### src/rtl/sfb_pkg.sv
package sfb_pkg;
    localparam int WORD_W = 32;
    localparam int LANES  = WORD_W / 8;

    typedef enum logic [2:0] {
        ST_IDLE,
        ST_BODY,
        ST_TYPE,
        ST_CRC,
        ST_EOF,
        ST_GAP
    } fsm_e;

    typedef enum logic [1:0] {
        KIND_NONE = 2'd0,
        KIND_DATA = 2'd1,
        KIND_SYNC = 2'd2,
        KIND_BARE = 2'd3
    } kind_e;

    // Ordered sets: comma character in byte 0, data characters above it
    localparam logic [WORD_W-1:0] OS_IDLE = 32'h9595_B5BC;
    localparam logic [WORD_W-1:0] OS_SOF  = 32'h3737_B5BC;
    localparam logic [WORD_W-1:0] OS_EOF  = 32'hF5F5_95BC;
    localparam logic [LANES-1:0]  K_OS    = 4'b0001;
    localparam logic [LANES-1:0]  K_DATA  = 4'b0000;

    localparam logic [WORD_W-1:0] CRC_POLY = 32'h04C1_1DB7;
    localparam logic [WORD_W-1:0] CRC_SEED = 32'hFFFF_FFFF;
endpackage

### src/rtl/sfb_crc_step.sv
module sfb_crc_step
    import sfb_pkg::*;
#(
    parameter int DIN_W = WORD_W
) (
    input  logic [WORD_W-1:0] crc_in,
    input  logic [DIN_W-1:0]  din,
    output logic [WORD_W-1:0] crc_out
);
    always_comb begin
        logic [WORD_W-1:0] acc;
        logic              fb;
        acc = crc_in;
        for (int b = DIN_W - 1; b >= 0; b--) begin
            fb  = acc[WORD_W-1] ^ din[b];
            acc = {acc[WORD_W-2:0], 1'b0};
            if (fb) acc = acc ^ CRC_POLY;
        end
        crc_out = acc;
    end
endmodule

### src/rtl/sfb_type_word.sv
module sfb_type_word
    import sfb_pkg::*;
#(
    parameter int CNT_W = 10
) (
    input  logic [CNT_W-1:0]  count,
    input  kind_e             kind,
    output logic [WORD_W-1:0] word
);
    localparam int PAD_W = WORD_W - 16 - 2;
    assign word = {16'(count), {PAD_W{1'b0}}, kind};
endmodule

### src/rtl/sfb_frame_builder.sv
module sfb_frame_builder
    import sfb_pkg::*;
#(
    parameter int MAX_WORDS = 512,
    parameter int GAP_WORDS = 2
) (
    input  logic              clk,
    input  logic              rst_n,
    input  logic              fifo_empty,
    input  logic [31:0]       fifo_data,
    output logic              fifo_pop,
    input  logic              sync_req,
    input  logic              far_stop,
    output logic [31:0]       tx_data,
    output logic [3:0]        tx_ctrl
);
    localparam int CNT_W = $clog2(MAX_WORDS + 1);
    localparam int GAP_W = (GAP_WORDS > 1) ? $clog2(GAP_WORDS) : 1;
    localparam logic [CNT_W-1:0] CNT_LAST = CNT_W'(MAX_WORDS - 1);
    localparam logic [CNT_W-1:0] CNT_FULL = CNT_W'(MAX_WORDS);
    localparam logic [GAP_W-1:0] GAP_LAST = GAP_W'(GAP_WORDS - 1);

    typedef struct packed {
        fsm_e              state;
        kind_e             kind;
        logic [CNT_W-1:0]  cnt;
        logic [GAP_W-1:0]  gap;
        logic              pend;
        logic [WORD_W-1:0] crc;
        logic [WORD_W-1:0] out_data;
        logic [LANES-1:0]  out_ctrl;
    } regs_t;

    regs_t r_d, r_q;

    logic [WORD_W-1:0] crc_din;
    logic [WORD_W-1:0] crc_next;
    logic [WORD_W-1:0] type_word;
    kind_e             type_kind;
    logic              pop_c;

    // Type kind: closing straight from the body is always a sync close
    assign type_kind = (r_q.state == ST_BODY) ? KIND_SYNC : r_q.kind;
    assign pop_c     = (r_q.state == ST_BODY) && !fifo_empty;
    assign crc_din   = pop_c ? fifo_data : type_word;

    sfb_type_word #(.CNT_W(CNT_W)) u_type (
        .count (r_q.cnt),
        .kind  (type_kind),
        .word  (type_word)
    );

    sfb_crc_step #(.DIN_W(WORD_W)) u_crc (
        .crc_in  (r_q.crc),
        .din     (crc_din),
        .crc_out (crc_next)
    );

    always_comb begin
        logic clr_pend;
        r_d          = r_q;
        r_d.out_data = OS_IDLE;
        r_d.out_ctrl = K_OS;
        clr_pend     = 1'b0;

        unique case (r_q.state)
            ST_IDLE: begin
                if (!far_stop && (!fifo_empty || r_q.pend)) begin
                    r_d.out_data = OS_SOF;
                    r_d.cnt      = '0;
                    r_d.crc      = CRC_SEED;
                    if (fifo_empty) begin
                        r_d.kind  = KIND_BARE;
                        r_d.state = ST_TYPE;
                    end else begin
                        r_d.kind  = KIND_NONE;
                        r_d.state = ST_BODY;
                    end
                end
            end
            ST_BODY: begin
                if (pop_c) begin
                    r_d.out_data = fifo_data;
                    r_d.out_ctrl = K_DATA;
                    r_d.crc      = crc_next;
                    r_d.cnt      = r_q.cnt + 1'b1;
                    if (r_q.cnt == CNT_LAST) begin
                        r_d.kind  = KIND_DATA;
                        r_d.state = ST_TYPE;
                    end
                end else if (r_q.pend) begin
                    r_d.out_data = type_word;
                    r_d.out_ctrl = K_DATA;
                    r_d.crc      = crc_next;
                    r_d.kind     = KIND_SYNC;
                    r_d.state    = ST_CRC;
                    clr_pend     = 1'b1;
                end
            end
            ST_TYPE: begin
                r_d.out_data = type_word;
                r_d.out_ctrl = K_DATA;
                r_d.crc      = crc_next;
                r_d.state    = ST_CRC;
                clr_pend     = (r_q.kind != KIND_DATA);
            end
            ST_CRC: begin
                r_d.out_data = ~r_q.crc;
                r_d.out_ctrl = K_DATA;
                r_d.state    = ST_EOF;
            end
            ST_EOF: begin
                r_d.out_data = OS_EOF;
                r_d.gap      = '0;
                r_d.state    = ST_GAP;
            end
            ST_GAP: begin
                r_d.gap = r_q.gap + 1'b1;
                if (r_q.gap == GAP_LAST) r_d.state = ST_IDLE;
            end
            default: r_d.state = ST_IDLE;
        endcase

        r_d.pend = (r_q.pend && !clr_pend) || sync_req;
    end

    always_ff @(posedge clk or negedge rst_n) begin
        if (!rst_n) begin
            r_q          <= '0;
            r_q.state    <= ST_IDLE;
            r_q.kind     <= KIND_NONE;
            r_q.crc      <= CRC_SEED;
            r_q.out_data <= OS_IDLE;
            r_q.out_ctrl <= K_OS;
        end else begin
            r_q <= r_d;
        end
    end

    assign fifo_pop = pop_c;
    assign tx_data  = r_q.out_data;
    assign tx_ctrl  = r_q.out_ctrl;

    // A pop must find a word in the FIFO
    assert_pop_nonempty_R3: assert property (@(posedge clk) disable iff (!rst_n)
        fifo_pop |-> !fifo_empty);

    // A popped word leaves as plain data
    assert_payload_ctrl_R11: assert property (@(posedge clk) disable iff (!rst_n)
        fifo_pop |=> (tx_ctrl == K_DATA));

    // Payload count never passes the frame limit
    assert_cnt_limit_R6: assert property (@(posedge clk) disable iff (!rst_n)
        r_q.cnt <= CNT_FULL);

    // End ordered set is always followed by an idle
    assert_eof_gap_R3: assert property (@(posedge clk) disable iff (!rst_n)
        (tx_ctrl == K_OS && tx_data == OS_EOF) |=> (tx_ctrl == K_OS && tx_data == OS_IDLE));

    // Stop from the far end keeps a waiting builder from opening a frame
    assert_stop_blocks_R10: assert property (@(posedge clk) disable iff (!rst_n)
        (r_q.state == ST_IDLE && far_stop) |=> !(tx_ctrl == K_OS && tx_data == OS_SOF));
endmodule

### config.mk
export PLATFORM = sky130hd
export DESIGN_NAME = sfb_frame_builder
export DESIGN_NICKNAME = d
export VERILOG_FILES = /design/src/rtl/sfb_pkg.sv /design/src/rtl/sfb_crc_step.sv /design/src/rtl/sfb_type_word.sv /design/src/rtl/sfb_frame_builder.sv
export SDC_FILE = /design/constraint.sdc
export NUM_CORES = 1
export LEC_CHECK = 0
export ABC_AREA = 1
export CORE_ASPECT_RATIO = 0.6
export CORE_UTILIZATION = 40
export DETAILED_ROUTE_END_ITERATION = 8
export GPL_TIMING_DRIVEN = 1
export PLACE_DENSITY = 0.66
export SLEW_MARGIN = 40
export SYNTH_ARGS = -nofsm -noshare
export SYNTH_HDL_FRONTEND = slang
export SYNTH_SLANG_ARGS = --single-unit
### constraint.sdc
create_clock -name clk -period 10 [get_ports clk]
set_input_delay 2.5 -clock clk [delete_from_list [all_inputs] [get_ports clk]]
set_output_delay 2.5 -clock clk [all_outputs]
set_load 0.005 [all_outputs]
==> results.txt, run 1 <==
Reg area = 0.00212 mm²
Top FF cell, synth = dfstp_2
Final Cycle Share = 0.715
die height = 122 µm
TritonCTS Buffers = 9
final wirelength = 37700 µm
Starting Density = 0.412
Final #Nets = 1542
Yosys cell types = 54
Slew Limit Fails = 0
max cap viols = 0
Worst-Margin Slew = 0.778 ns
status = finished clean
asr flop ratio synth = 1.00
Reg2Reg Depth = 26
Post-DRT Antenna Nets = 0
first-pass GRT wire length = 55100 µm
Crit Path Category = in -> reg
root buffer cell = clkbuf_16
1st-iter DRT viols = 1297
Synth warnings = 0
EDFF count, synth = 0
fmax = 140 MHz
final number of hold-violating endpoints = 0
crit end category = flip-flop
largest net degree at the start of global routing = 59
setup TNS = 0 ns
Hold Crit Class = reg -> reg
PortBufs = 70
Slew headroom = 0.480
crit path DAT = 7.42 ns
R2R Path Start = r_q[84]$_DFFE_PN0P_
Multi-input gate area = 0.00641 mm²
initial antenna violation count = 1
clock slew at reported path FFs = 0.07 ns
H-tree levels = 3
WP data required = 10.27 ns
Detail Placement HPWL = 31100 µm
gr ovfl total = 0
sequential share of the synthesized area = 0.220
Final GP Congestion = 0.994
vias per cell = 5.48
area grow syn2layout = 10.8%
DIE WIDTH = 202 µm
Die ar. = 0.0246 mm²
Setup Skew = 0.00804 ns
GRT Overall Usage = 0.310
unrepaired setup endpoints after global routing = false
cts hold-fix bufs = 0
IO Pins = 74
Synth Register Bits = 82
reg-to-reg endpoint = r_q[42]$_DFFE_PN1P_
CTS Sinks = 82
R2R Setup Slk = 4.74 ns
clk_lat worst skew = 0.35 ns
CTS tree = yes
DR vias = 9987
DR DRC count = 0
number of global-route vias before repair = 8880
core area = 0.0233 mm²
fillers = 2457
Mapped Cells = 1470
crit path time final = 7.15 ns
mean area per synthesized cell = 6.53 µm²
maximum clock path buffer count = 2
Critical Path Sink = r_q[42]$_DFFE_PN1P_
Pre-antenna DRT Iters = 6
endpoints failing setup = 0
drt wl/cell = 20.7 µm
CP startpoint kind = input port
setup bufs post-CTS = 0
PostCTS Resize Cnt = 0
num rows = 43
share of cells above drive strength 1 = 0.178
CP max FO = 41
Cell Area, Synth = 0.00960 mm²
CP Launch Point = fifo_empty
[Yosys cell counts (2+ instances only)]
| master | count | share of area |
|---|---|---|
| inv_4 | 5 | 0.0033 |
| o21ai_0 | 28 | 0.015 |
| buf_4 | 39 | 0.031 |
| nand2_1 | 519 | 0.20 |
| nand4_1 | 3 | 0.0020 |
| xor2_2 | 7 | 0.012 |
| nor3_1 | 6 | 0.0031 |
| buf_6 | 4 | 0.0047 |
| clkbuf_1 | 11 | 0.0043 |
| xnor2_1 | 24 | 0.022 |
| dfrtp_1 | 31 | 0.081 |
| nand2_2 | 87 | 0.057 |
| a31oi_1 | 3 | 0.0020 |
| nand3_4 | 3 | 0.0055 |
| o221ai_1 | 17 | 0.016 |
| buf_2 | 2 | 0.0010 |
| clkinv_1 | 3 | 0.0012 |
| dfstp_2 | 51 | 0.14 |
| xnor3_1 | 3 | 0.0070 |
| o211ai_1 | 3 | 0.0023 |
| nor4_1 | 2 | 0.0013 |
| nand3_2 | 24 | 0.025 |
| a21oi_2 | 2 | 0.0018 |
| ha_1 | 5 | 0.0065 |
| inv_1 | 144 | 0.056 |
| xor2_4 | 2 | 0.0057 |
| a21oi_1 | 36 | 0.019 |
| nand3_1 | 178 | 0.093 |
| nand3b_1 | 10 | 0.0078 |
| o2111ai_1 | 4 | 0.0037 |
| nand2_4 | 33 | 0.039 |
| a22oi_1 | 9 | 0.0070 |
| xor2_1 | 72 | 0.066 |
| inv_2 | 17 | 0.0067 |
| nor2_1 | 54 | 0.021 |
| nand2_8 | 4 | 0.0083 |
| o22ai_1 | 6 | 0.0039 |
| o21ai_1 | 3 | 0.0016 |
[sequential cells by signal, indices dropped and copies added (netlist names)]
signal	cells
r_q	49
tx_ctrl	1
tx_data	32
[routing by layer]
metal  up-vias  global-route usage  routed length [µm]
li1       4697                   -                   -
met4         4              0.0511                 462
met2       611               0.399               13600
met5         -              0.0536                 183
met3        42               0.116                5970
met1      4633               0.473               17500
[cells in the final DEF (no fill, tap or decap), types with 3 or more instances in the layout]
cell type,instances
conb_1,3
xnor3_1,3
nand3b_1,10
nand2_1,519
o221ai_1,17
clkdlybuf4s50_1,69
o21ai_1,3
inv_1,143
xor2_2,7
nand2_8,4
a31oi_1,3
xnor2_1,24
xor2_1,72
nand4_1,3
o2111ai_1,4
dfstp_2,51
nand2_4,33
o22ai_1,6
clkbuf_16,9
ha_1,4
nand3_1,178
a22oi_1,9
clkinv_1,3
o211ai_1,3
inv_4,5
buf_4,6
dfrtp_1,31
nand3_2,24
nand3_4,3
nor3_1,6
nand2_2,87
a21oi_1,36
inv_2,18
o21ai_0,28
nor2_1,53
[kinds of logic (layout without fill, tap and decap cells)]
| family | count (synthesis) | in the layout | synth area share |
|---|---|---|---|
| AO/OA/AOI/OAI | 116 | 116 | 0.0754 |
| XOR/XNOR | 109 | 109 | 0.114 |
| adder cells (fa/ha/maj) | 5 | 5 | 0.00652 |
| buffers and inverters | 230 | 263 | 0.114 |
| flip-flops | 82 | 82 | 0.220 |
| other | 1 | 4 | 0.000391 |
| AND/OR/NAND/NOR | 927 | 927 | 0.469 |
[worst min path at each step]
stage | start | end | depth (start not counted)
global route | r_q[73]$_DFFE_PN0P_ | r_q[73]$_DFFE_PN0P_ | 1
global placement | r_q[73]$_DFFE_PN0P_ | r_q[73]$_DFFE_PN0P_ | 1
detailed placement | r_q[73]$_DFFE_PN0P_ | r_q[73]$_DFFE_PN0P_ | 1
CTS | r_q[73]$_DFFE_PN0P_ | r_q[73]$_DFFE_PN0P_ | 1
finish | r_q[73]$_DFFE_PN0P_ | r_q[73]$_DFFE_PN0P_ | 1
floorplan | r_q[73]$_DFFE_PN0P_ | r_q[73]$_DFFE_PN0P_ | 1
[layout make-up]
class                           count  area share
Antenna cell                        1    0.000235
Clock buffer                       11      0.0228
Clock inverter                      5     0.00588
Timing Repair Buffer               76      0.0703
Multi-Input combinational cell   1160       0.603
Sequential cell                    82       0.199
Tap cell                          315      0.0371
Inverter                          171      0.0621
[critical path, stage by stage]
cell and delay [ns]:
clkdlybuf4s50_1 0.52, inv_1 0.22, ha_4 0.53, buf_4 0.32, nand3_1 0.18, nand2_2 0.31, nand2_1 0.10, nand2_1 0.10
nand2_2 0.10, nand2_1 0.34, nand2_1 0.09, nand2_1 0.18, inv_1 0.11, nand2_1 0.08, nand2_1 0.15, inv_1 0.09
nand3_1 0.20, nand3_1 0.17, nand2_2 0.09, xnor2_1 0.44, nand2_2 0.13, nand2_2 0.15, xor2_1 0.23, a21oi_1 0.10
[metrics by stage]
stage	setup slack, ns	cell area (µm²)	hold slack [ns]	utilization	std cells
detailed placement	2.39	10300	0.495	0.443	1804
global route	2.50	10600	0.543	0.456	1820
global placement	2.41	10300	0.492	0.443	1804
floorplan	4.72	9600	0.446	-	1472
finish	2.85	10600	0.515	0.456	1821
CTS	2.74	10600	0.502	0.456	1820
Power of run 1 is left out: the tool's default activity adds up to more than one toggle a clock period on the data nets, which glitch-free logic cannot reach.
==> run 2: changes to the inputs <==
--- a/config.mk
+++ b/config.mk
@@ -10,7 +10,7 @@
 export CORE_UTILIZATION = 40
 export DETAILED_ROUTE_END_ITERATION = 8
 export GPL_TIMING_DRIVEN = 1
-export PLACE_DENSITY = 0.66
+export PLACE_DENSITY = 0.68
 export SLEW_MARGIN = 40
 export SYNTH_ARGS = -nofsm -noshare
 export SYNTH_HDL_FRONTEND = slang
==> constraint.sdc (replaced) <==
create_clock -name clk -period 6.23 [get_ports clk]
set_input_delay 1.5575 -clock clk [delete_from_list [all_inputs] [get_ports clk]]
set_output_delay 1.5575 -clock clk [all_outputs]
set_load 0.005 [all_outputs]
==> results.txt, run 2 (same netlist as run 1, synthesis figures left out) <==
status = finished clean
fillers = 2442
Starting Density = 0.412
Reg area = 0.00212 mm²
R2R Setup Slk = 1.39 ns
Die ar. = 0.0246 mm²
Final Cycle Share = 0.919
CTS tree = yes
share of cells above drive strength 1 = 0.180
DIE WIDTH = 202 µm
crit end category = flip-flop
Worst-Margin Slew = 0.763 ns
PostCTS Resize Cnt = 0
crit path time final = 5.72 ns
setup bufs post-CTS = 0
crit-path max cell delay = 0.51 ns
clock slew at reported path FFs = 0.07 ns
Slew headroom = 0.491
H-tree levels = 3
area grow syn2layout = 11.0%
Reg2Reg Depth = 29
gr ovfl total = 0
GRT Overall Usage = 0.307
Post-DRT Antenna Nets = 0
num rows = 43
vias per cell = 5.50
number of global-route vias before repair = 8929
drt wl/cell = 20.3 µm
final wirelength = 37000 µm
max cap viols = 0
Final GP Congestion = 1.01
crit path DAT = 6.01 ns
core area = 0.0233 mm²
Detail Placement HPWL = 30600 µm
Slew Limit Fails = 0
Slowest cell on crit path = clkdlybuf4s50_1
final number of hold-violating endpoints = 0
largest net degree at the start of global routing = 83
CP max FO = 14
WP data required = 6.52 ns
TritonCTS Buffers = 9
first-pass GRT wire length = 55200 µm
Biggest register = r_q
Final #Nets = 1546
die height = 122 µm
Pre-antenna DRT Iters = 7
commonest non-fill, non-tap cell in the layout = nand2_1
fmax = 175 MHz
setup TNS = 0 ns
most frequent cells in the layout = nand2_1 (519), nand3_1 (178), inv_1 (143)
R2R Path Start = r_q[84]$_DFFE_PN0P_
reg-to-reg endpoint = r_q[52]$_DFFE_PN1P_
cts hold-fix bufs = 0
antenna cells = 0
endpoints failing setup = 0
unrepaired setup endpoints after global routing = false
Setup Skew = 0.00826 ns
DR vias = 10028
initial antenna violation count = 0
CP startpoint kind = input port
Hold Crit Class = reg -> reg
Hold Path Stages = 1
WHS Endpoint = r_q[73]$_DFFE_PN0P_
1st-iter DRT viols = 1272
IO Pins = 74
PortBufs = 70
Crit Path Category = in -> reg
CP most frequent cell = nand2_1
DR DRC count = 0
hold_sp = r_q[73]$_DFFE_PN0P_
maximum clock path buffer count = 2
CTS Sinks = 82
max reg flops = 49
root buffer cell = clkbuf_16
clk_lat worst skew = 0.35 ns
Multi-input gate area = 0.00640 mm²
[run 2: changes by cell type in the layout (fill, tap and decap cells not counted), sizes merged]
cell and change:
buf +4, clkbuf +1, clkinvlp -1, diode -1
[run 2: worst max-delay path by stage]
stage                     startpoint             endpoint  slack [ns]  cells after the start
after global placement    fifo_empty  r_q[52]$_DFFE_PN1P_        0.26                     27
after CTS                 fifo_empty  r_q[52]$_DFFE_PN1P_        0.64                     27
after global routing      fifo_empty  r_q[48]$_DFFE_PN1P_        0.15                     27
after detailed placement  fifo_empty  r_q[52]$_DFFE_PN1P_        0.28                     27
after floorplan           fifo_empty  r_q[48]$_DFFE_PN1P_        1.90                     29
final                     fifo_empty  r_q[52]$_DFFE_PN1P_        0.51                     27
[run 2: per-layer routing]
layer  wire length, µm  share of wire  vias up  track usage
met3              5960           0.16       27        0.136
met1             17400           0.47     4657        0.467
met2             13300           0.36      648        0.393
li1                  -              -     4696            -
met5                 0              0        -            0
met4               265         0.0072        0       0.0317
[run 2: worst max-delay path, delay by kind of cell]
family,cells,cell delay (ns)
adder cells (fa/ha/maj),1,0.39
buffers and inverters,4,0.99
AND/OR/NAND/NOR,22,3.04
[run 2: stage by stage]
step | cells | setup WS (ns) | util | hold slack, ns | area [µm²]
2_1_floorplan | 1472 | 1.90 | - | 0.446 | 9600
3_3_place_gp | 1807 | 0.260 | 0.443 | 0.488 | 10300
3_5_place_dp | 1807 | 0.281 | 0.444 | 0.489 | 10300
4_1_cts | 1823 | 0.635 | 0.456 | 0.499 | 10600
5_1_grt | 1824 | 0.152 | 0.457 | 0.523 | 10700
6_report | 1824 | 0.507 | 0.457 | 0.506 | 10700
[run 2: final cells by class]
class,count,share of cell area
Multi-Input combinational cell,1160,0.600
Clock buffer,12,0.0222
Timing Repair Buffer,80,0.0748
Tap cell,315,0.0370
Inverter,171,0.0620
Sequential cell,82,0.199
Clock inverter,4,0.00493
Power of run 2 is left out for the same reason.
